$ cat src/rtl/pfm_pkg.sv
package pfm_pkg;

   typedef enum logic [1:0] {
      PH_IDLE = 2'd0,
      PH_HIGH = 2'd1,
      PH_DEAD = 2'd2,
      PH_LOW  = 2'd3
   } phase_t;

endpackage

$ cat src/rtl/pfm_sync.sv
module pfm_sync #(
   parameter int W      = 1,
   parameter int STAGES = 2
) (
   input  logic         clk,
   input  logic         rst_n,
   input  logic [W-1:0] d_i,
   output logic [W-1:0] q_o
);

   if (W < 1) begin : g_bad_w
      $error("pfm_sync: W must be at least 1");
   end

   if (STAGES == 0) begin : g_pass
      assign q_o = d_i;
   end else begin : g_chain
      logic [STAGES-1:0][W-1:0] chain_q;
      always_ff @(posedge clk or negedge rst_n) begin
         if (!rst_n) begin
            chain_q <= '0;
         end else begin
            chain_q[0] <= d_i;
            for (int i = 1; i < STAGES; i++) begin
               chain_q[i] <= chain_q[i-1];
            end
         end
      end
      assign q_o = chain_q[STAGES-1];
   end

endmodule

$ cat src/rtl/pfm_ratio_div.sv
module pfm_ratio_div #(
   parameter int VW = 8,
   parameter int FW = 8
) (
   input  logic          clk,
   input  logic          rst_n,
   input  logic [VW-1:0] num_i,
   input  logic [VW-1:0] den_i,
   output logic [FW-1:0] ratio_o
);

   localparam int SW = $clog2(FW + 1);
   localparam int PW = VW + FW + 1;

   if (VW < 2) begin : g_bad_vw
      $error("pfm_ratio_div: VW must be at least 2");
   end
   if (FW < 2) begin : g_bad_fw
      $error("pfm_ratio_div: FW must be at least 2");
   end

   logic [SW-1:0] step_q;
   logic [VW-1:0] num_q;
   logic [VW-1:0] den_q;
   logic [VW-1:0] rem_q;
   logic [FW-1:0] quo_q;
   logic [FW-1:0] ratio_q;
   logic          sat_q;
   logic          done_q;

   logic [VW:0]   shifted;
   logic [VW:0]   diff;
   logic          fits;
   logic [VW-1:0] rem_nx;
   logic [FW-1:0] quo_nx;

   always_comb begin
      shifted = {rem_q, 1'b0};
      diff    = shifted - {1'b0, den_q};
      fits    = (shifted >= {1'b0, den_q});
      rem_nx  = fits ? VW'(diff) : VW'(shifted);
      quo_nx  = {quo_q[FW-2:0], fits};
   end

   always_ff @(posedge clk or negedge rst_n) begin
      if (!rst_n) begin
         step_q  <= '0;
         num_q   <= '0;
         den_q   <= '0;
         rem_q   <= '0;
         quo_q   <= '0;
         ratio_q <= '0;
         sat_q   <= 1'b0;
         done_q  <= 1'b0;
      end else begin
         done_q <= 1'b0;
         if (step_q == '0) begin
            num_q  <= num_i;
            den_q  <= den_i;
            rem_q  <= num_i;
            sat_q  <= (num_i >= den_i);
            quo_q  <= '0;
            step_q <= SW'(1);
         end else begin
            rem_q <= rem_nx;
            quo_q <= quo_nx;
            if (step_q == SW'(FW)) begin
               step_q  <= '0;
               ratio_q <= sat_q ? '1 : quo_nx;
               done_q  <= 1'b1;
            end else begin
               step_q <= step_q + SW'(1);
            end
         end
      end
   end

   assign ratio_o = ratio_q;


   div_exact_chk: assert property (@(posedge clk) disable iff (!rst_n)
      (done_q && !sat_q) |->
         ((PW'(ratio_q) * PW'(den_q) <= (PW'(num_q) << FW)) &&
          ((PW'(ratio_q) + PW'(1)) * PW'(den_q) > (PW'(num_q) << FW))));


   div_clamp_chk: assert property (@(posedge clk) disable iff (!rst_n)
      (done_q && sat_q) |-> (ratio_q == '1));

endmodule

$ cat src/rtl/pfm_tick_timer.sv
module pfm_tick_timer #(
   parameter int DIV_W      = 6,
   parameter int DIV_INIT   = 4,
   parameter bit CAL_EN     = 1'b1,
   parameter int CAL_TARGET = 16,
   parameter int CAL_BAND   = 1,
   parameter int CNT_W      = 8
) (
   input  logic clk,
   input  logic rst_n,
   input  logic run_i,
   input  logic cal_tick_i,
   output logic tick_o,
   output logic cal_open_o
);

   localparam int DIV_MAX = (1 << DIV_W) - 1;
   localparam int HI_LIM  = CAL_TARGET + CAL_BAND;
   localparam int LO_LIM  = CAL_TARGET - CAL_BAND;

   if (DIV_INIT < 1 || DIV_INIT > DIV_MAX) begin : g_bad_init
      $error("pfm_tick_timer: DIV_INIT out of range");
   end
   if (LO_LIM < 1 || HI_LIM >= (1 << CNT_W) - 1) begin : g_bad_cal
      $error("pfm_tick_timer: calibration window limits do not fit");
   end

   logic [DIV_W-1:0] div_q;
   logic [DIV_W-1:0] pre_q;
   logic             open_w;
   logic             run_all;
   logic             wrap;

   assign run_all = run_i | open_w;
   assign wrap    = (pre_q == div_q - DIV_W'(1));
   assign tick_o  = run_all & wrap;

   always_ff @(posedge clk or negedge rst_n) begin
      if (!rst_n) begin
         pre_q <= '0;
      end else if (!run_all || wrap) begin
         pre_q <= '0;
      end else begin
         pre_q <= pre_q + DIV_W'(1);
      end
   end

   if (CAL_EN) begin : g_cal
      logic             open_q;
      logic [CNT_W-1:0] cnt_q;

      always_ff @(posedge clk or negedge rst_n) begin
         if (!rst_n) begin
            open_q <= 1'b0;
            cnt_q  <= '0;
            div_q  <= DIV_W'(DIV_INIT);
         end else if (cal_tick_i) begin
            if (!open_q) begin
               open_q <= 1'b1;
               cnt_q  <= '0;
            end else begin
               open_q <= 1'b0;
               if (cnt_q > CNT_W'(HI_LIM) && div_q != DIV_W'(DIV_MAX)) begin
                  div_q <= div_q + DIV_W'(1);
               end else if (cnt_q < CNT_W'(LO_LIM) && div_q != DIV_W'(1)) begin
                  div_q <= div_q - DIV_W'(1);
               end
            end
         end else if (open_q && tick_o && cnt_q != '1) begin
            cnt_q <= cnt_q + CNT_W'(1);
         end
      end

      assign open_w = open_q;


      div_range_chk: assert property (@(posedge clk) disable iff (!rst_n)
         (div_q >= DIV_W'(1)));


      div_step_chk: assert property (@(posedge clk) disable iff (!rst_n)
         (div_q != $past(div_q)) |-> ($past(cal_tick_i) && !open_q));
   end else begin : g_fixed
      assign div_q  = DIV_W'(DIV_INIT);
      assign open_w = 1'b0;
   end

   assign cal_open_o = open_w;

endmodule

$ cat src/rtl/pfm_trim.sv
module pfm_trim #(
   parameter int TRIM_W    = 4,
   parameter int TRIM_MAX  = 15,
   parameter int CLEAN_RUN = 16
) (
   input  logic              clk,
   input  logic              rst_n,
   input  logic              end_i,
   input  logic              inv_i,
   output logic [TRIM_W-1:0] trim_o
);

   localparam int RW = $clog2(CLEAN_RUN);

   if (TRIM_MAX < 1 || TRIM_MAX >= (1 << TRIM_W)) begin : g_bad_max
      $error("pfm_trim: TRIM_MAX does not fit TRIM_W");
   end
   if (CLEAN_RUN < 2) begin : g_bad_run
      $error("pfm_trim: CLEAN_RUN must be at least 2");
   end

   logic [TRIM_W-1:0] trim_q;
   logic [RW-1:0]     run_q;

   always_ff @(posedge clk or negedge rst_n) begin
      if (!rst_n) begin
         trim_q <= '0;
         run_q  <= '0;
      end else if (end_i) begin
         if (inv_i) begin
            run_q <= '0;
            if (trim_q != TRIM_W'(TRIM_MAX)) begin
               trim_q <= trim_q + TRIM_W'(1);
            end
         end else if (run_q == RW'(CLEAN_RUN - 1)) begin
            run_q <= '0;
            if (trim_q != '0) begin
               trim_q <= trim_q - TRIM_W'(1);
            end
         end else begin
            run_q <= run_q + RW'(1);
         end
      end
   end

   assign trim_o = trim_q;


   trim_range_chk: assert property (@(posedge clk) disable iff (!rst_n)
      (trim_q <= TRIM_W'(TRIM_MAX)));


   trim_event_chk: assert property (@(posedge clk) disable iff (!rst_n)
      (trim_q != $past(trim_q)) |-> $past(end_i));

endmodule

$ cat src/rtl/pfm_cot_ctrl.sv
module pfm_cot_ctrl #(
   parameter int VW          = 8,
   parameter int FW          = 8,
   parameter int UNIT_TICKS  = 64,
   parameter int DT_W        = 4,
   parameter int DIV_W       = 6,
   parameter int DIV_INIT    = 4,
   parameter bit CAL_EN      = 1'b1,
   parameter int CAL_TARGET  = 16,
   parameter int CAL_BAND    = 1,
   parameter int CAL_CNT_W   = 8,
   parameter int TRIM_W      = 4,
   parameter int TRIM_MAX    = 15,
   parameter int CLEAN_RUN   = 16,
   parameter int SYNC_STAGES = 2
) (
   input  logic            clk,
   input  logic            rst_n,
   input  logic            cmp_low,
   input  logic [VW-1:0]   vref_code,
   input  logic [VW-1:0]   vbat_code,
   input  logic            zc_flag,
   input  logic            cal_tick,
   input  logic [DT_W-1:0] dead_cfg,
   output logic            hs_en,
   output logic            ls_en
);

   import pfm_pkg::*;

   localparam int TW = $clog2(UNIT_TICKS + 1);
   localparam int CW = (TW > DT_W) ? TW : DT_W;
   localparam int PW = FW + TW + 1;

   if (UNIT_TICKS < 2) begin : g_bad_unit
      $error("pfm_cot_ctrl: UNIT_TICKS must be at least 2");
   end
   if (TRIM_W > TW || TRIM_MAX >= UNIT_TICKS) begin : g_bad_trim
      $error("pfm_cot_ctrl: trim range exceeds timing unit");
   end

   logic [1:0]        sync_q;
   logic              req_s;
   logic              inv_s;
   logic [FW-1:0]     frac;
   logic              tick;
   logic              cal_open;
   logic [TRIM_W-1:0] trim;

   pfm_sync #(.W(2), .STAGES(SYNC_STAGES)) u_sync (
      .clk   (clk),
      .rst_n (rst_n),
      .d_i   ({zc_flag, cmp_low}),
      .q_o   (sync_q)
   );
   assign req_s = sync_q[0];
   assign inv_s = sync_q[1];

   pfm_ratio_div #(.VW(VW), .FW(FW)) u_div (
      .clk     (clk),
      .rst_n   (rst_n),
      .num_i   (vref_code),
      .den_i   (vbat_code),
      .ratio_o (frac)
   );

   phase_t          phase_q;
   logic [CW-1:0]   tcnt_q;
   logic [TW-1:0]   ls_q;
   logic            skip_q;
   logic [DT_W-1:0] dt_q;

   logic            busy;
   logic            last_tick;
   logic            low_end;

   assign busy      = (phase_q != PH_IDLE);
   assign last_tick = tick && (tcnt_q == CW'(1));
   assign low_end   = (phase_q == PH_LOW) && last_tick;

   pfm_tick_timer #(
      .DIV_W      (DIV_W),
      .DIV_INIT   (DIV_INIT),
      .CAL_EN     (CAL_EN),
      .CAL_TARGET (CAL_TARGET),
      .CAL_BAND   (CAL_BAND),
      .CNT_W      (CAL_CNT_W)
   ) u_timer (
      .clk        (clk),
      .rst_n      (rst_n),
      .run_i      (busy),
      .cal_tick_i (cal_tick),
      .tick_o     (tick),
      .cal_open_o (cal_open)
   );

   pfm_trim #(
      .TRIM_W    (TRIM_W),
      .TRIM_MAX  (TRIM_MAX),
      .CLEAN_RUN (CLEAN_RUN)
   ) u_trim (
      .clk    (clk),
      .rst_n  (rst_n),
      .end_i  (low_end),
      .inv_i  (inv_s),
      .trim_o (trim)
   );

   logic [PW-1:0]   hs_prod;
   logic [PW-1:0]   ls_prod;
   logic [TW-1:0]   hs_raw;
   logic [TW-1:0]   hs_calc;
   logic [TW-1:0]   ls_raw;
   logic [TW-1:0]   trim_ext;
   logic [TW-1:0]   ls_calc;
   logic            ls_skip;
   logic [DT_W-1:0] dt_eff;

   always_comb begin
      hs_prod  = PW'(frac) * PW'(UNIT_TICKS);
      ls_prod  = ((PW'(1) << FW) - PW'(frac)) * PW'(UNIT_TICKS);
      hs_raw   = TW'(hs_prod >> FW);
      ls_raw   = TW'(ls_prod >> FW);
      hs_calc  = (hs_raw == '0) ? TW'(1) : hs_raw;
      trim_ext = TW'(trim);
      ls_skip  = (ls_raw <= trim_ext);
      ls_calc  = ls_raw - trim_ext;
      dt_eff   = (dead_cfg == '0) ? DT_W'(1) : dead_cfg;
   end

   always_ff @(posedge clk or negedge rst_n) begin
      if (!rst_n) begin
         phase_q <= PH_IDLE;
         tcnt_q  <= '0;
         ls_q    <= '0;
         skip_q  <= 1'b0;
         dt_q    <= '0;
      end else begin
         unique case (phase_q)
            PH_IDLE: begin
               if (req_s) begin
                  phase_q <= PH_HIGH;
                  tcnt_q  <= CW'(hs_calc);
                  ls_q    <= ls_calc;
                  skip_q  <= ls_skip;
                  dt_q    <= dt_eff;
               end
            end
            PH_HIGH: begin
               if (last_tick) begin
                  if (skip_q) begin
                     phase_q <= PH_IDLE;
                  end else begin
                     phase_q <= PH_DEAD;
                     tcnt_q  <= CW'(dt_q);
                  end
               end else if (tick) begin
                  tcnt_q <= tcnt_q - CW'(1);
               end
            end
            PH_DEAD: begin
               if (last_tick) begin
                  phase_q <= PH_LOW;
                  tcnt_q  <= CW'(ls_q);
               end else if (tick) begin
                  tcnt_q <= tcnt_q - CW'(1);
               end
            end
            PH_LOW: begin
               if (last_tick) begin
                  phase_q <= PH_IDLE;
               end else if (tick) begin
                  tcnt_q <= tcnt_q - CW'(1);
               end
            end
            default: phase_q <= PH_IDLE;
         endcase
      end
   end

   assign hs_en = (phase_q == PH_HIGH);
   assign ls_en = (phase_q == PH_LOW);


   never_both_chk: assert property (@(posedge clk) disable iff (!rst_n)
      !(hs_en && ls_en));


   dead_gap_chk: assert property (@(posedge clk) disable iff (!rst_n)
      $rose(ls_en) |-> !$past(hs_en));


   fresh_start_chk: assert property (@(posedge clk) disable iff (!rst_n)
      $rose(hs_en) |-> !$past(ls_en));


   capture_hold_chk: assert property (@(posedge clk) disable iff (!rst_n)
      (busy && $past(busy)) |-> ($stable(ls_q) && $stable(dt_q) && $stable(skip_q)));


   idle_quiet_chk: assert property (@(posedge clk) disable iff (!rst_n)
      (!busy && !cal_open) |-> !tick);

endmodule

$ cat config.mk
export PLATFORM = sky130hd
export DESIGN_NAME = pfm_cot_ctrl
export DESIGN_NICKNAME = d
export VERILOG_FILES = /design/src/rtl/pfm_pkg.sv /design/src/rtl/pfm_sync.sv /design/src/rtl/pfm_ratio_div.sv /design/src/rtl/pfm_tick_timer.sv /design/src/rtl/pfm_trim.sv /design/src/rtl/pfm_cot_ctrl.sv
export SDC_FILE = /design/constraint.sdc
export NUM_CORES = 1
export LEC_CHECK = 0
export ABC_AREA = 1
export BUFFER_PORTS_ARGS = -buffer_cell sky130_fd_sc_hd__buf_2
export CAP_MARGIN = 15
export CORE_MARGIN = 2
export CORE_UTILIZATION = 60
export CTS_CLUSTER_DIAMETER = 100
export DETAILED_ROUTE_END_ITERATION = 6
export GPL_ROUTABILITY_DRIVEN = 0
export PLACE_DENSITY = 0.75
export SKIP_CTS_REPAIR_TIMING = 1
export SLEW_MARGIN = 0
export SYNTH_ARGS = -nofsm -noshare
export SYNTH_HDL_FRONTEND = slang
export SYNTH_HIERARCHICAL = 1
export SYNTH_SLANG_ARGS = --single-unit
$ cat constraint.sdc
create_clock -name clk -period 7.2 [get_ports clk]
set_clock_uncertainty 0.05 [all_clocks]
set_input_delay 0.36 -clock clk [delete_from_list [all_inputs] [get_ports clk]]
set_output_delay 0.36 -clock clk [all_outputs]
set_load 0.01 [all_outputs]
After elaboration in Yosys (flattened, before gate mapping)
Index checks and enable logic that the tools add are counted.
- bitwise logic cells: 3
- reductions and logical operators: 25
- magnitude comparators: 5
- eq/ne operators: 19
- $add $sub $neg: 12
- muxes and demuxes: 34
- operator list (cell ; number):
    two-way mux 7 bit ; 7
    two-way mux 8 bit ; 6
    two-way mux 4 bit ; 9
    one-hot mux 7 bit (4 select lines) ; 1
    two-way mux 6 bit ; 4
    adder 4 x 1 -> 4 bit (second input constant) ; 3
    adder 6 x 1 -> 6 bit (second input constant) ; 2
    two-way mux 2 bit ; 5
    nonzero test 2 bit ; 5
    >= comparator 9 x 8 -> 1 bit ; 1
    subtractor 9 x 8 -> 9 bit (first input constant) ; 1
    adder 8 x 1 -> 8 bit (second input constant) ; 1
    == test 4 bit (second input constant) ; 2
    >= comparator 8 bit ; 1
    > comparator 8 x 5 -> 1 bit (second input constant) ; 1
    logical NOT 4 bit ; 2
    < comparator 8 x 4 -> 1 bit (second input constant) ; 1
    inequality test 2 x 1 -> 1 bit (second input constant) ; 4
    inequality test 8 bit (second input constant) ; 1
    one-hot mux 2 bit (4 select lines) ; 1
    AND reduction 4 bit ; 2
    subtractor 8 bit ; 1
    == test 7 x 1 -> 1 bit (second input constant) ; 1
    <= comparator 7 x 4 -> 1 bit ; 1
    24 further kinds ; 35
- output and inout port bits: 2
- bits in registers: 90
- logic and storage cells: 117
- input port bits: 25

Logic depth before layout (Yosys ltp)
Gate-level depths: netlist of the first run.
- depth after elaboration: 7
- depth in mapped cells: 20
- gate-level depth less buffers: 20

Cells and area by module
The synthesis of the first run kept the hierarchy.
- modules (own cells, without submodules) (module ; cells each ; sequential area each (um2) ; instances ; area each (um2)):
    pfm_ratio_div ; 261 ; 900.9 ; 1 ; 2115.8
    pfm_cot_ctrl ; 251 ; 525.5 ; 1 ; 1615.3
    pfm_tick_timer ; 195 ; 526.8 ; 1 ; 1539.0
    pfm_trim ; 73 ; 200.2 ; 1 ; 541.8
    pfm_sync ; 6 ; 100.1 ; 1 ; 115.1

Worst setup path after synthesis of the first run
No wires, ideal clock.
- path type: reg2reg
- start point: reg u_timer.div_q[0]
- end point: reg u_trim.trim_q[3] (netlist: u_trim/trim_o[3])
- arrival: 2727 ps
- required time: 7034 ps
- library setup time: 116 ps
- stages on the path, launching flop included: 19
- period minus slack after synthesis: 2894 ps
- path slack: 4306 ps
- path buffers: 0
- path through: dfrtp_1 -> inv_2 -> ha_1 -> inv_1 -> nand2_1 -> nand2_1 -> nand3_1 -> nor2_4 -> nand2_4 -> nor2_8 -> nand2_1 -> nor2_1 -> nand3_1 -> nor3_1 -> nand2_2 -> nor2_4 -> nand2_2 -> nand2_1 -> nand2_1
- cells in the longest elaborated chain, start to end: 6
- RTL lines (what ; RTL line ; text):
    start, declared ; pfm_tick_timer.sv:28 ; logic [DIV_W-1:0] div_q;
    start signal, assigned ; pfm_tick_timer.sv:56 ; div_q <= DIV_W'(DIV_INIT);
    start signal, assigned ; pfm_tick_timer.sv:64 ; div_q <= div_q + DIV_W'(1);
    start signal, assigned ; pfm_tick_timer.sv:66 ; div_q <= div_q - DIV_W'(1);
    subtractor 6 x 1 -> 6 bit ; pfm_tick_timer.sv:35 ; assign wrap = (pre_q == div_q - DIV_W'(1));
    == test 6 bit ; pfm_tick_timer.sv:35 ;
    bitwise AND 1 bit ; pfm_tick_timer.sv:36 ; assign tick_o = run_all & wrap;
    named net tick ; pfm_cot_ctrl.sv:46 ; logic tick;
    logical AND 1 bit ; pfm_cot_ctrl.sv:78 ; assign last_tick = tick && (tcnt_q == CW'(1));
    logical AND 1 bit ; pfm_cot_ctrl.sv:79 ; assign low_end = (phase_q == PH_LOW) && last_tick;
    named net low_end ; pfm_cot_ctrl.sv:75 ; logic low_end;
    AND reduction 4 bit (no line) ; -- ;
    end signal, assigned ; pfm_trim.sv:33 ; trim_q <= trim_q + TRIM_W'(1);
    end signal, assigned ; pfm_trim.sv:38 ; trim_q <= trim_q - TRIM_W'(1);
    end, declared ; pfm_trim.sv:22 ; logic [TRIM_W-1:0] trim_q;
The timed path passes the listed nets, and every way through them passes these cells.
A chain may end at the register's enable or synchronous reset.

Worst setup path after layout of the first run
- start point: reg u_timer.div_q[0]
- end point: reg u_trim.trim_q[1] (netlist: u_trim/trim_o[1])
Same word-level chain as after synthesis.

==> flow_metrics.tcl, run 1 <==
set metrics [dict create \
    tightest_slew_ns 0.805 \
    p_leak_nw 3.33 \
    avgRoutedWirePerCell_um 12.9 \
    finalNonFillerCells 952 \
    holdPathEnd "u_sync/g_chain.chain_q[1]" \
    grt_pass1_vias 4682 \
    cts_max_level 3 \
    crit_chain "inv_2, ha_1, inv_1, nand2_1, nand2_1, nand3_1, nor2_4, nand2_4, nor2_8, nand2_1, nor2_1, nand3_1, nor3_1, nand2_2, nor2_4, nand2_2, nand2_1, nand2_1" \
    grt_overflow_total 0 \
    fp.dieW_um 103 \
    detail-route-antenna-nets 0 \
    period_minus_slack_ns 3.31 \
    max_cap_violations 0 \
    async_reset_ff_share_pct 100 \
    cts_buffers 9 \
    grt_max_degree 64 \
    yosysUniqueCellTypes 46 \
    syn_avg_cell_area_um2 7.54 \
    outcome "completed" \
    swShare_pct 44.8 \
    drive_gt1_share_pct 12.1 \
    dp_slack_ns 3.94 \
    synth_fa_ha_area_share_pct 8.19 \
    synth-seq-cells 90 \
    cts_tree "done" \
    antenna_found_initial 0 \
    whs_path_depth 1 \
    muxShareOfSynthArea_pct 0 \
    hold_viol 0 \
    dp_hpwl_um 9150 \
    intPower_w 0.00111 \
    drcViolationCount 0 \
    viasPerCell 5.27 \
    synth_fp_nets 848 \
    timing.rr.end "u_trim/trim_o[1]" \
    clkSinkCount 90 \
    cts_buffer_depth 2 \
    synth_top_family_by_area "simple AND/OR/NAND/NOR gates" \
    synth_flop_cell "dfrtp_1" \
    initial_utilization_pct 61.2 \
    fin_ws_ns 3.89 \
    syn2layout_area_growth_pct 7.26 \
    final_nets 876 \
    port_buffers 26 \
    setup_violations 0 \
    yosysWarnings 6 \
    ioPinCount 27 \
    power.density_mw_per_mm2 317 \
    antenna_cells 0 \
    clockRootBuffer "clkbuf_8" \
    whs_ns 0.0237 \
    synth_edf_count 0 \
    fmax_mhz 302 \
    fp.dieArea_mm2 0.0107 \
    critPathRequiredTime_ns 7.43 \
    dp_cells 935 \
    min_from "zc_flag" \
    holdCritPathClass "primary input to register" \
    synth_top_area_share_pct 37.6 \
    crit_arrival_ns 3.54 \
    core_area_mm2 0.00968 \
    p_comb_share_pct 45.0 \
    p_switching_w 0.000902 \
    synth_compound_area_share_pct 7.58 \
    r2r_cells 18 \
    crit_fanout 7 \
    rrSetupSlack_ns 3.89 \
    r2r_start "u_timer/div_q[0]" \
    vdd_drop_max_mv 0.150 \
    cp-start-kind "register" \
    utilization_pct 65.6 \
    grt_pass1_wl_um 20800 \
    synth_top_cell_by_area "dfrtp_1" \
    cpPeakStageDelay_ns 0.55 \
    drt_iter0_drc 210 \
    clock_power_share_pct 17.1 \
    slowest_stage "nor3_1" \
    synthCells 786 \
    slew_violations 0 \
    vias 5020 \
    netlist_area_mm2 0.00593 \
    fin_crit_sh_pct 46.0 \
    drt-total-wl_um 12200 \
    grt_usage_pct 24.8 \
    crit_type "register to register" \
    yosys.area_share.simple_pct 33.9 \
    p_seq_share_pct 37.9 \
    worstSkewPairLatency_ns 0.38 \
    maxSlewHeadroom_pct 46.3 \
    synth-seq-area-share_pct 38.0 \
    std_cell_rows 36 \
    tns_ns 0 \
    rsz0062_at_grt "false" \
    cp_common_cell "nand2_1" \
    nFillCells 863 \
    drtPass1Iterations 6 \
    synth-xor-area-share_pct 3.40 \
    synth_area_leaders "dfrtp_1 38%, nand2_1 14%, ha_1 7.2%" \
    critical_path.endpoint_type "register" \
    die_h_um 103 \
    path_clk_slew_ns 0.10 \
]
-- state kept, by name, indices dropped and copies added, names as in the netlist, 4 cells and up, named ones only --
| name | cells |
|---|---|
| u_div/ratio_o | 8 |
| u_trim/trim_o | 4 |
| tcnt_q | 7 |
| u_timer/div_q | 6 |
| u_timer/g_cal.cnt_q | 8 |
| u_div/rem_q | 8 |
| ls_q | 7 |
| u_div/den_q | 8 |
| u_div/step_q | 4 |
| u_trim/run_q | 4 |
| dt_q | 4 |
| u_div/quo_q | 7 |
| u_timer/pre_q | 6 |
-- synthesized netlist by cell type (3+ instances only) --
cell and count:
dfrtp_1 89, nor2_1 71, o21ai_1 6, o211ai_1 3, buf_2 5, nand2_1 222
nand3b_1 6, fa_1 3, nand3_1 73, o22ai_1 3, inv_1 106, or2_2 3
nor2_2 5, o21ai_0 30, xor2_1 17, nand4_1 10, ha_1 34, a2bb2oi_1 6
nand2_4 5, inv_2 9, a21oi_1 16, nand2_2 12, xnor2_1 6, nor3_1 7
nand3_2 3, nor2_4 7
-- cells in the final DEF, fill, tap and decap left out, types with 6 or more instances in the layout --
master	instances
o21ai_1	6
nand4_1	10
nand3b_1	6
buf_2	25
nor2_1	71
xor2_1	17
nand2_2	12
ha_1	34
nor2_4	7
nand3_1	73
nor3_1	7
clkbuf_8	9
dfrtp_1	89
xnor2_1	6
inv_1	106
o21ai_0	30
a21oi_1	16
nand2_1	222
inv_2	9
a2bb2oi_1	6
-- metrics by stage --
stage	instance area, um^2	total power (W)
global placement	6150	0.00163
finish	6360	0.00201
CTS	6350	0.00203
detailed placement	6150	0.00167
global route	6360	0.00220
floorplan	5930	0.00148
-- critical path, delay by kind of cell, from the launching register on --
| family | cells | cell delay (ns) |
|---|---|---|
| AND/OR/NAND/NOR | 15 | 2.17 |
| flip-flops | 1 | 0.49 |
| adder cells (fa/ha/maj) | 1 | 0.31 |
| buffers and inverters | 2 | 0.18 |
-- cell families after synthesis --
logic type | count (synthesis)
compound gates | 74
simple gates | 433
buf+inv | 129
fa+ha+maj | 37
xor+xnor | 23
flops | 90
-- worst max path at each step --
| stage | slack [ns] | startpoint | cells past startpoint | endpoint |
|---|---|---|---|---|
| after global routing | 3.55 | u_timer/div_q[0] | 18 | u_trim/trim_o[1] |
| after detailed placement | 3.94 | u_timer/div_q[0] | 18 | u_trim/trim_o[1] |
| final | 3.89 | u_timer/div_q[0] | 18 | u_trim/trim_o[1] |
| after CTS | 3.88 | u_timer/div_q[0] | 18 | u_trim/trim_o[1] |
| after floorplan | 4.31 | u_timer/div_q[0] | 18 | u_trim/trim_o[3] |
| after global placement | 4.10 | u_timer/div_q[0] | 18 | u_trim/trim_o[3] |
-- layout make-up --
type                            count  area, um^2  area share (%)
Inverter                          118         445            7.01
Sequential cell                    90        2250            35.4
Timing Repair Buffer               28         150            2.36
Clock buffer                        9         124            1.95
Tap cell                          133         166            2.62
Clock inverter                      7        71.3            1.12
Multi-Input combinational cell    567        3150            49.5
-- power groups by stage --
stage | combinational, W | clock [W] | sequential [W]
after CTS | 0.000908 | 0.000359 | 0.000761
after floorplan | 0.000747 | 0 | 0.000729
after global routing | 0.00104 | 0.000377 | 0.000782
after global placement | 0.000863 | 0 | 0.000765
after detailed placement | 0.000899 | 0 | 0.000769
final | 0.000907 | 0.000343 | 0.000763
-- layer usage --
layer	global-route usage, %	wire, um
met1	31.4	5400
met2	42.6	6180
met3	4.70	433
met4	8.60	227
met5	0	0
Power figures use the tool's default switching activity.
==> run 2: changes to the inputs <==
--- a/config.mk
+++ b/config.mk
@@ -5,7 +5,7 @@
 export SDC_FILE = /design/constraint.sdc
 export NUM_CORES = 1
 export LEC_CHECK = 0
-export ABC_AREA = 1
+export ABC_AREA = 0
 export BUFFER_PORTS_ARGS = -buffer_cell sky130_fd_sc_hd__buf_2
 export CAP_MARGIN = 15
 export CORE_MARGIN = 2
==> constraint.sdc (replaced) <==
create_clock -name clk -period 3.16 [get_ports clk]
set_clock_uncertainty 0.05 [all_clocks]
set_input_delay 0.158 -clock clk [delete_from_list [all_inputs] [get_ports clk]]
set_output_delay 0.158 -clock clk [all_outputs]
set_load 0.01 [all_outputs]
==> run 2 against run 1 <==
The run now ends with negative hold slack left. First-iteration DRC count increased by 21%. Clock power increased by 120%. Global-route usage decreased by 0.36 points. Critical path depth decreased by 5. Hold slack got worse by 0.040 ns. Critical endpoint unchanged. Highest routed layer unchanged.
==> flow_metrics.tcl, run 2 <==
set metrics [dict create \
    yosysMostFrequentCell "dfrtp_1" \
    fp.dieW_um 100 \
    dp_hpwl_um 8230 \
    cp-start-kind "register" \
    power.density_mw_per_mm2 737 \
    max_cap_violations 0 \
    cts_buffers 9 \
    rsz0062_at_grt "false" \
    synth_flop_cell "dfrtp_1" \
    drtPass1Iterations 4 \
    synth_edf_count 0 \
    synthCells 594 \
    drcViolationCount 0 \
    final_nets 700 \
    critPathRequiredTime_ns 3.34 \
    grt_max_degree 81 \
    drt-total-wl_um 11600 \
    worstSkewPairLatency_ns 0.35 \
    antenna_cells 0 \
    die_h_um 100 \
    grt_usage_pct 24.4 \
    synth-seq-area-share_pct 40.5 \
    synth_top_cell_by_area "dfrtp_1" \
    cts_max_level 3 \
    register_area_mm2 0.00225 \
    antenna_found_initial 0 \
    synth_commonest_cells "89 x dfrtp_1, 62 x nand2_1, 43 x inv_1" \
    drt_iter0_drc 254 \
    fin_crit_sh_pct 95.0 \
    viasPerCell 5.87 \
    synth-xor-area-share_pct 4.40 \
    std_cell_rows 35 \
    grt_pass1_wl_um 20100 \
    drive_gt1_share_pct 15.9 \
    slew_violations 0 \
    crit_fanout 6 \
    tightest_slew_ns 0.987 \
    synth_top_area_share_pct 40.0 \
    p_seq_share_pct 39.0 \
    startpoint "u_timer/div_q[1]" \
    multiInputGateArea_mm2 0.00307 \
    crit_type "register to register" \
    synth_fp_nets 656 \
    setup_violations 0 \
    wl_met3_um 404 \
    port_buffers 26 \
    intPower_w 0.00273 \
    violations "negative hold slack" \
    p_comb_share_pct 44.5 \
    holdCritPathClass "primary input to register" \
    clkSinkCount 90 \
    hold_viol 2 \
    vdd_drop_max_mv 0.358 \
    outcome "finished with violations" \
    crit_arrival_ns 3.18 \
    critical_path.endpoint_type "register" \
    clock_power_share_pct 16.5 \
    netlist_area_mm2 0.00557 \
    maxSlewHeadroom_pct 34.2 \
    clockRootBuffer "clkbuf_8" \
    detail-route-antenna-nets 0 \
    grt_pass1_vias 4198 \
    avgRoutedWirePerCell_um 15.4 \
    nFillCells 722 \
    yosys.area_share.simple_pct 20.1 \
    core_area_mm2 0.00911 \
    grt_overflow_total 0 \
    vias 4429 \
    total_power_w 0.00455 \
    final_common_cell "dfrtp_1" \
    initial_utilization_pct 61.2 \
    swShare_pct 39.9 \
    p_leak_nw 2.80 \
    ioPinCount 27 \
    met1Wirelength_um 5560 \
    r2r_start "u_timer/div_q[1]" \
    synth-seq-cells 90 \
    synth_compound_area_share_pct 18.3 \
    min_from "vbat_code[2]" \
    path_clk_slew_ns 0.09 \
    rrSetupSlack_ns 0.16 \
    dr.max_layer_used "met4" \
    async_reset_ff_share_pct 100 \
    yosysWarnings 6 \
    synth_top_family_by_area "simple AND/OR/NAND/NOR gates" \
    cts_tree "done" \
    yosysUniqueCellTypes 84 \
    p_switching_w 0.00182 \
    fmax_mhz 333 \
    period_minus_slack_ns 3.00 \
    cts_buffer_depth 2 \
    syn_avg_cell_area_um2 9.38 \
    fp.dieArea_mm2 0.0101 \
    syn2layout_area_growth_pct 10.9 \
    tns_ns 0 \
    synth_fa_ha_area_share_pct 9.10 \
    final_cell_mix "89 x dfrtp_1, 62 x nand2_1, 43 x inv_1" \
    muxShareOfSynthArea_pct 2.67 \
    wl_met2_um 5460 \
    whs_ns -0.0165 \
    synth_area_leaders "dfrtp_1 40%, ha_1 7.6%, nand2_1 4.2%" \
]
## run 2: metrics by stage
step / utilization, % / instances / setup slack, ns / hold WS, ns / area [um^2]
after detailed placement: 64.2 / 726 / -0.0855 / 0.218 / 5850
after global routing: 67.8 / 754 / 0.0116 / 0.00238 / 6180
after CTS: 66.3 / 742 / -0.106 / -0.152 / 6040
after floorplan: - / 594 / 0.000617 / -0.188 / 5580
after global placement: 64.2 / 726 / 0.0540 / 0.216 / 5850
final: 67.8 / 754 / 0.158 / -0.0165 / 6180
## run 2: final timing paths
check,end,depth (start not counted)
setup / recovery,u_trim/trim_o[1],13
hold / removal,u_div/den_q[2],3
setup reg to reg,u_trim/trim_o[1],13
min in group asynchronous,u_trim/run_q[0],2
max in group asynchronous,u_timer/div_q[2],3
hold reg to reg,u_sync/q_o[1],0
## run 2: routing by layer
layer	GRT usage (%)	up-vias
li1	-	2195
met4	7.06	0
met5	0	-
met2	38.9	100
met3	3.20	19
met1	35.1	2115
## run 2: kinds of logic (layout without fill, tap and decap cells)
kind of cell | count (synthesis) | count (layout)
buffers and inverters | 64 | 113
XOR/XNOR | 28 | 28
multiplexers | 13 | 13
adder cells (fa/ha/maj) | 39 | 39
AND/OR/NAND/NOR | 216 | 216
flip-flops | 90 | 90
AO/OA/AOI/OAI | 144 | 144
## run 2: area by class of cell
| type | count | share of cell area, % |
|---|---|---|
| flip-flops and latches | 90 | 36.5 |
| clock buffers | 12 | 2.67 |
| inverters | 44 | 2.67 |
| well taps | 111 | 2.25 |
| clock inverters | 4 | 0.405 |
| repair buffers | 53 | 5.83 |
| multi-input cells | 440 | 49.7 |
## run 2: critical path, cell delays in order, from the launching register on
cell      delay [ns]
dfrtp_1         0.37
inv_1           0.06
ha_2            0.21
o21ba_1         0.20
a221oi_2        0.30
a41oi_2         0.12
nor4_4          0.24
and4bb_4        0.33
nand2_4         0.09
nor2_4          0.13
inv_1           0.06
a31oi_1         0.21
and2_4          0.21
mux2_4          0.29
## run 2: power groups by stage
| stage | clock network [W] | registers (W) | logic [W] |
|---|---|---|---|
| final | 0.000750 | 0.00178 | 0.00202 |
| after global placement | 0 | 0.00178 | 0.00188 |
| after CTS | 0.000777 | 0.00177 | 0.00197 |
| after floorplan | 0 | 0.00168 | 0.00158 |
| after detailed placement | 0 | 0.00179 | 0.00195 |
| after global routing | 0.000826 | 0.00182 | 0.00226 |
==> run 3: changes to the inputs <==
--- a/config.mk
+++ b/config.mk
@@ -8,6 +8,7 @@
 export ABC_AREA = 0
 export BUFFER_PORTS_ARGS = -buffer_cell sky130_fd_sc_hd__buf_2
 export CAP_MARGIN = 15
+export CORE_ASPECT_RATIO = 1.4
 export CORE_MARGIN = 2
 export CORE_UTILIZATION = 60
 export CTS_CLUSTER_DIAMETER = 100
==> constraint.sdc (replaced) <==
create_clock -name clk -period 3.45 [get_ports clk]
set_clock_uncertainty 0.05 [all_clocks]
set_input_delay 0.1725 -clock clk [delete_from_list [all_inputs] [get_ports clk]]
set_output_delay 0.1725 -clock clk [all_outputs]
set_load 0.01 [all_outputs]
==> run 3 against run 2 <==
The flow now finishes without violations. Non-clock buffer count is 16 lower. Sequential share of layout area is 0.46 points higher. Hold slack better by 0.022 ns. Fmax is 7.7% lower. First-iteration DRC count is 33% higher. Critical path depth stayed put. Worst setup slack better by 0.039 ns. Register-to-register slack better by 0.04 ns. Cell area is 1.2% lower. Critical path type unchanged. Critical endpoint is now u_trim/trim_o[2].
==> flow_metrics.tcl, run 3 (synthesis gave the netlist of run 2 again) <==
set metrics [dict create \
    antenna_cells 0 \
    p_leak_nw 2.76 \
    crit_fanout 7 \
    slowest_stage "dfrtp_1" \
    grt_pass1_vias 4327 \
    drtPass1Iterations 4 \
    cts_max_level 3 \
    crit_chain "inv_1, ha_1, o21ba_1, a221oi_2, a41oi_2, nor4_4, and4bb_4, nand2_4, nor2_2, inv_1, a31oi_2, and2_4, mux2_4" \
    critPathRequiredTime_ns 3.62 \
    r2r_start "u_timer/div_q[1]" \
    grt_usage_pct 23.7 \
    cts_buffer_depth 2 \
    final_cell_mix "89 x dfrtp_1, 62 x nand2_1, 43 x inv_1" \
    std_cell_rows 41 \
    cts_tree "done" \
    critical_path.endpoint_type "register" \
    crit_arrival_ns 3.42 \
    cpPeakStageDelay_ns 0.39 \
    nFillCells 729 \
    multiInputGateArea_mm2 0.00306 \
    vias 4370 \
    setup_violations 0 \
    p_comb_share_pct 41.3 \
    holdCritPathClass "primary input to register" \
    postLayoutCellArea_mm2 0.00610 \
    tns_ns 0 \
    drive_gt1_share_pct 13.9 \
    fp.dieArea_mm2 0.0101 \
    register_area_mm2 0.00225 \
    detail-route-antenna-nets 0 \
    grt_overflow_total 0 \
    ioPinCount 27 \
    p_switching_w 0.00166 \
    dpl-instance-area_mm2 0.00578 \
    antenna_found_initial 0 \
    hold_viol 0 \
    final_nets 684 \
    rrSetupSlack_ns 0.20 \
    period_minus_slack_ns 3.25 \
    rsz0062_at_grt "false" \
    path_clk_slew_ns 0.06 \
    clock_power_share_pct 20.5 \
    die_h_um 118 \
    path_buf_inv 2 \
    cp-start-kind "register" \
    clockRootBuffer "clkbuf_16" \
    core_area_mm2 0.00903 \
    initial_utilization_pct 61.7 \
    startpoint "u_timer/div_q[1]" \
    worstSkewPairLatency_ns 0.33 \
    cp_common_cell "inv_1" \
    grt_pass1_wl_um 19400 \
    final_common_cell "dfrtp_1" \
    fin_ws_ns 0.197 \
    maxSlewHeadroom_pct 44.1 \
    power.density_mw_per_mm2 704 \
    cts_buffers 9 \
    fin_crit_sh_pct 94.3 \
    grt_max_degree 68 \
    crit_family "simple AND/OR/NAND/NOR gates" \
    utilization_pct 67.6 \
    p_seq_share_pct 38.2 \
    crit_type "register to register" \
    fmax_mhz 307 \
    vdd_drop_max_mv 0.405 \
    min_from "vbat_code[0]" \
    port_buffers 26 \
    dp_slack_ns -0.0531 \
    drt_iter0_drc 338 \
    tightest_slew_ns 0.830 \
    clkSinkCount 90 \
    drcViolationCount 0 \
    slew_violations 0 \
    outcome "completed" \
    viasPerCell 5.95 \
    whs_ns 0.00575 \
    fp.dieW_um 85.4 \
    intPower_w 0.00263 \
    drt-total-wl_um 11300 \
    swShare_pct 38.6 \
    syn2layout_area_growth_pct 9.52 \
    max_cap_violations 0 \
    avgRoutedWirePerCell_um 15.3 \
    dp_hpwl_um 8320 \
]
[run 3: cell types whose count changed in the layout (fill, tap and decap cells not counted), moves of 2 or more]
cell           before  now
buf_4              18    9
clkbuf_1            0    5
clkbuf_16           0    9
clkbuf_8           12    1
clkinvlp_4          2    0
dlygate4sd3_1      10    3
[run 3: per-layer routing]
layer  wire length [um]  global-route usage (%)  part of all wire, %  vias to the layer above
met2               5750                    40.6                   51                       83
met5                  0                       0                    0                        -
met4                386                    11.5                  3.4                        0
li1                   -                       -                    -                     2160
met1               4720                    28.4                   42                     2098
met3                397                    4.14                  3.5                       29
[run 3: final timing paths]
path,end,cells after the start
max,u_trim/trim_o[2],13
min,u_div/den_q[0],3
max reg2reg,u_trim/trim_o[2],13
min reg2reg,u_sync/q_o[1],0
max in group asynchronous,u_timer/pre_q[1],3
min in group asynchronous,u_trim/run_q[3],2
[run 3: worst reg2reg max path: stages, from the launching register on]
cell	delay (ns)
dfrtp_1	0.39
inv_1	0.11
ha_1	0.28
o21ba_1	0.23
a221oi_2	0.29
a41oi_2	0.12
nor4_4	0.30
and4bb_4	0.34
nand2_4	0.09
nor2_2	0.16
inv_1	0.09
a31oi_2	0.20
and2_4	0.21
mux2_4	0.29
[run 3: power by group through the flow]
stage | combinational [W] | sequential (W) | clock (W)
4_1_cts | 0.00174 | 0.00164 | 0.000901
3_3_place_gp | 0.00167 | 0.00164 | 0
2_1_floorplan | 0.00144 | 0.00154 | 0
6_report | 0.00177 | 0.00164 | 0.000880
5_1_grt | 0.00197 | 0.00168 | 0.000949
3_5_place_dp | 0.00172 | 0.00165 | 0
[run 3: area by class of cell]
class,instances,share of cell area [%]
inverters,44,2.71
clock buffers,15,4.22
repair buffers,37,3.65
multi-input cells,440,50.2
clock inverters,1,0.0820
flip-flops and latches,90,36.9
well taps,107,2.19
[run 3: stage by stage]
| step | total power (W) | instances |
|---|---|---|
| finish | 0.00429 | 734 |
| global route | 0.00460 | 734 |
| CTS | 0.00428 | 731 |
| detailed placement | 0.00338 | 715 |
| global placement | 0.00330 | 715 |
| floorplan | 0.00298 | 594 |
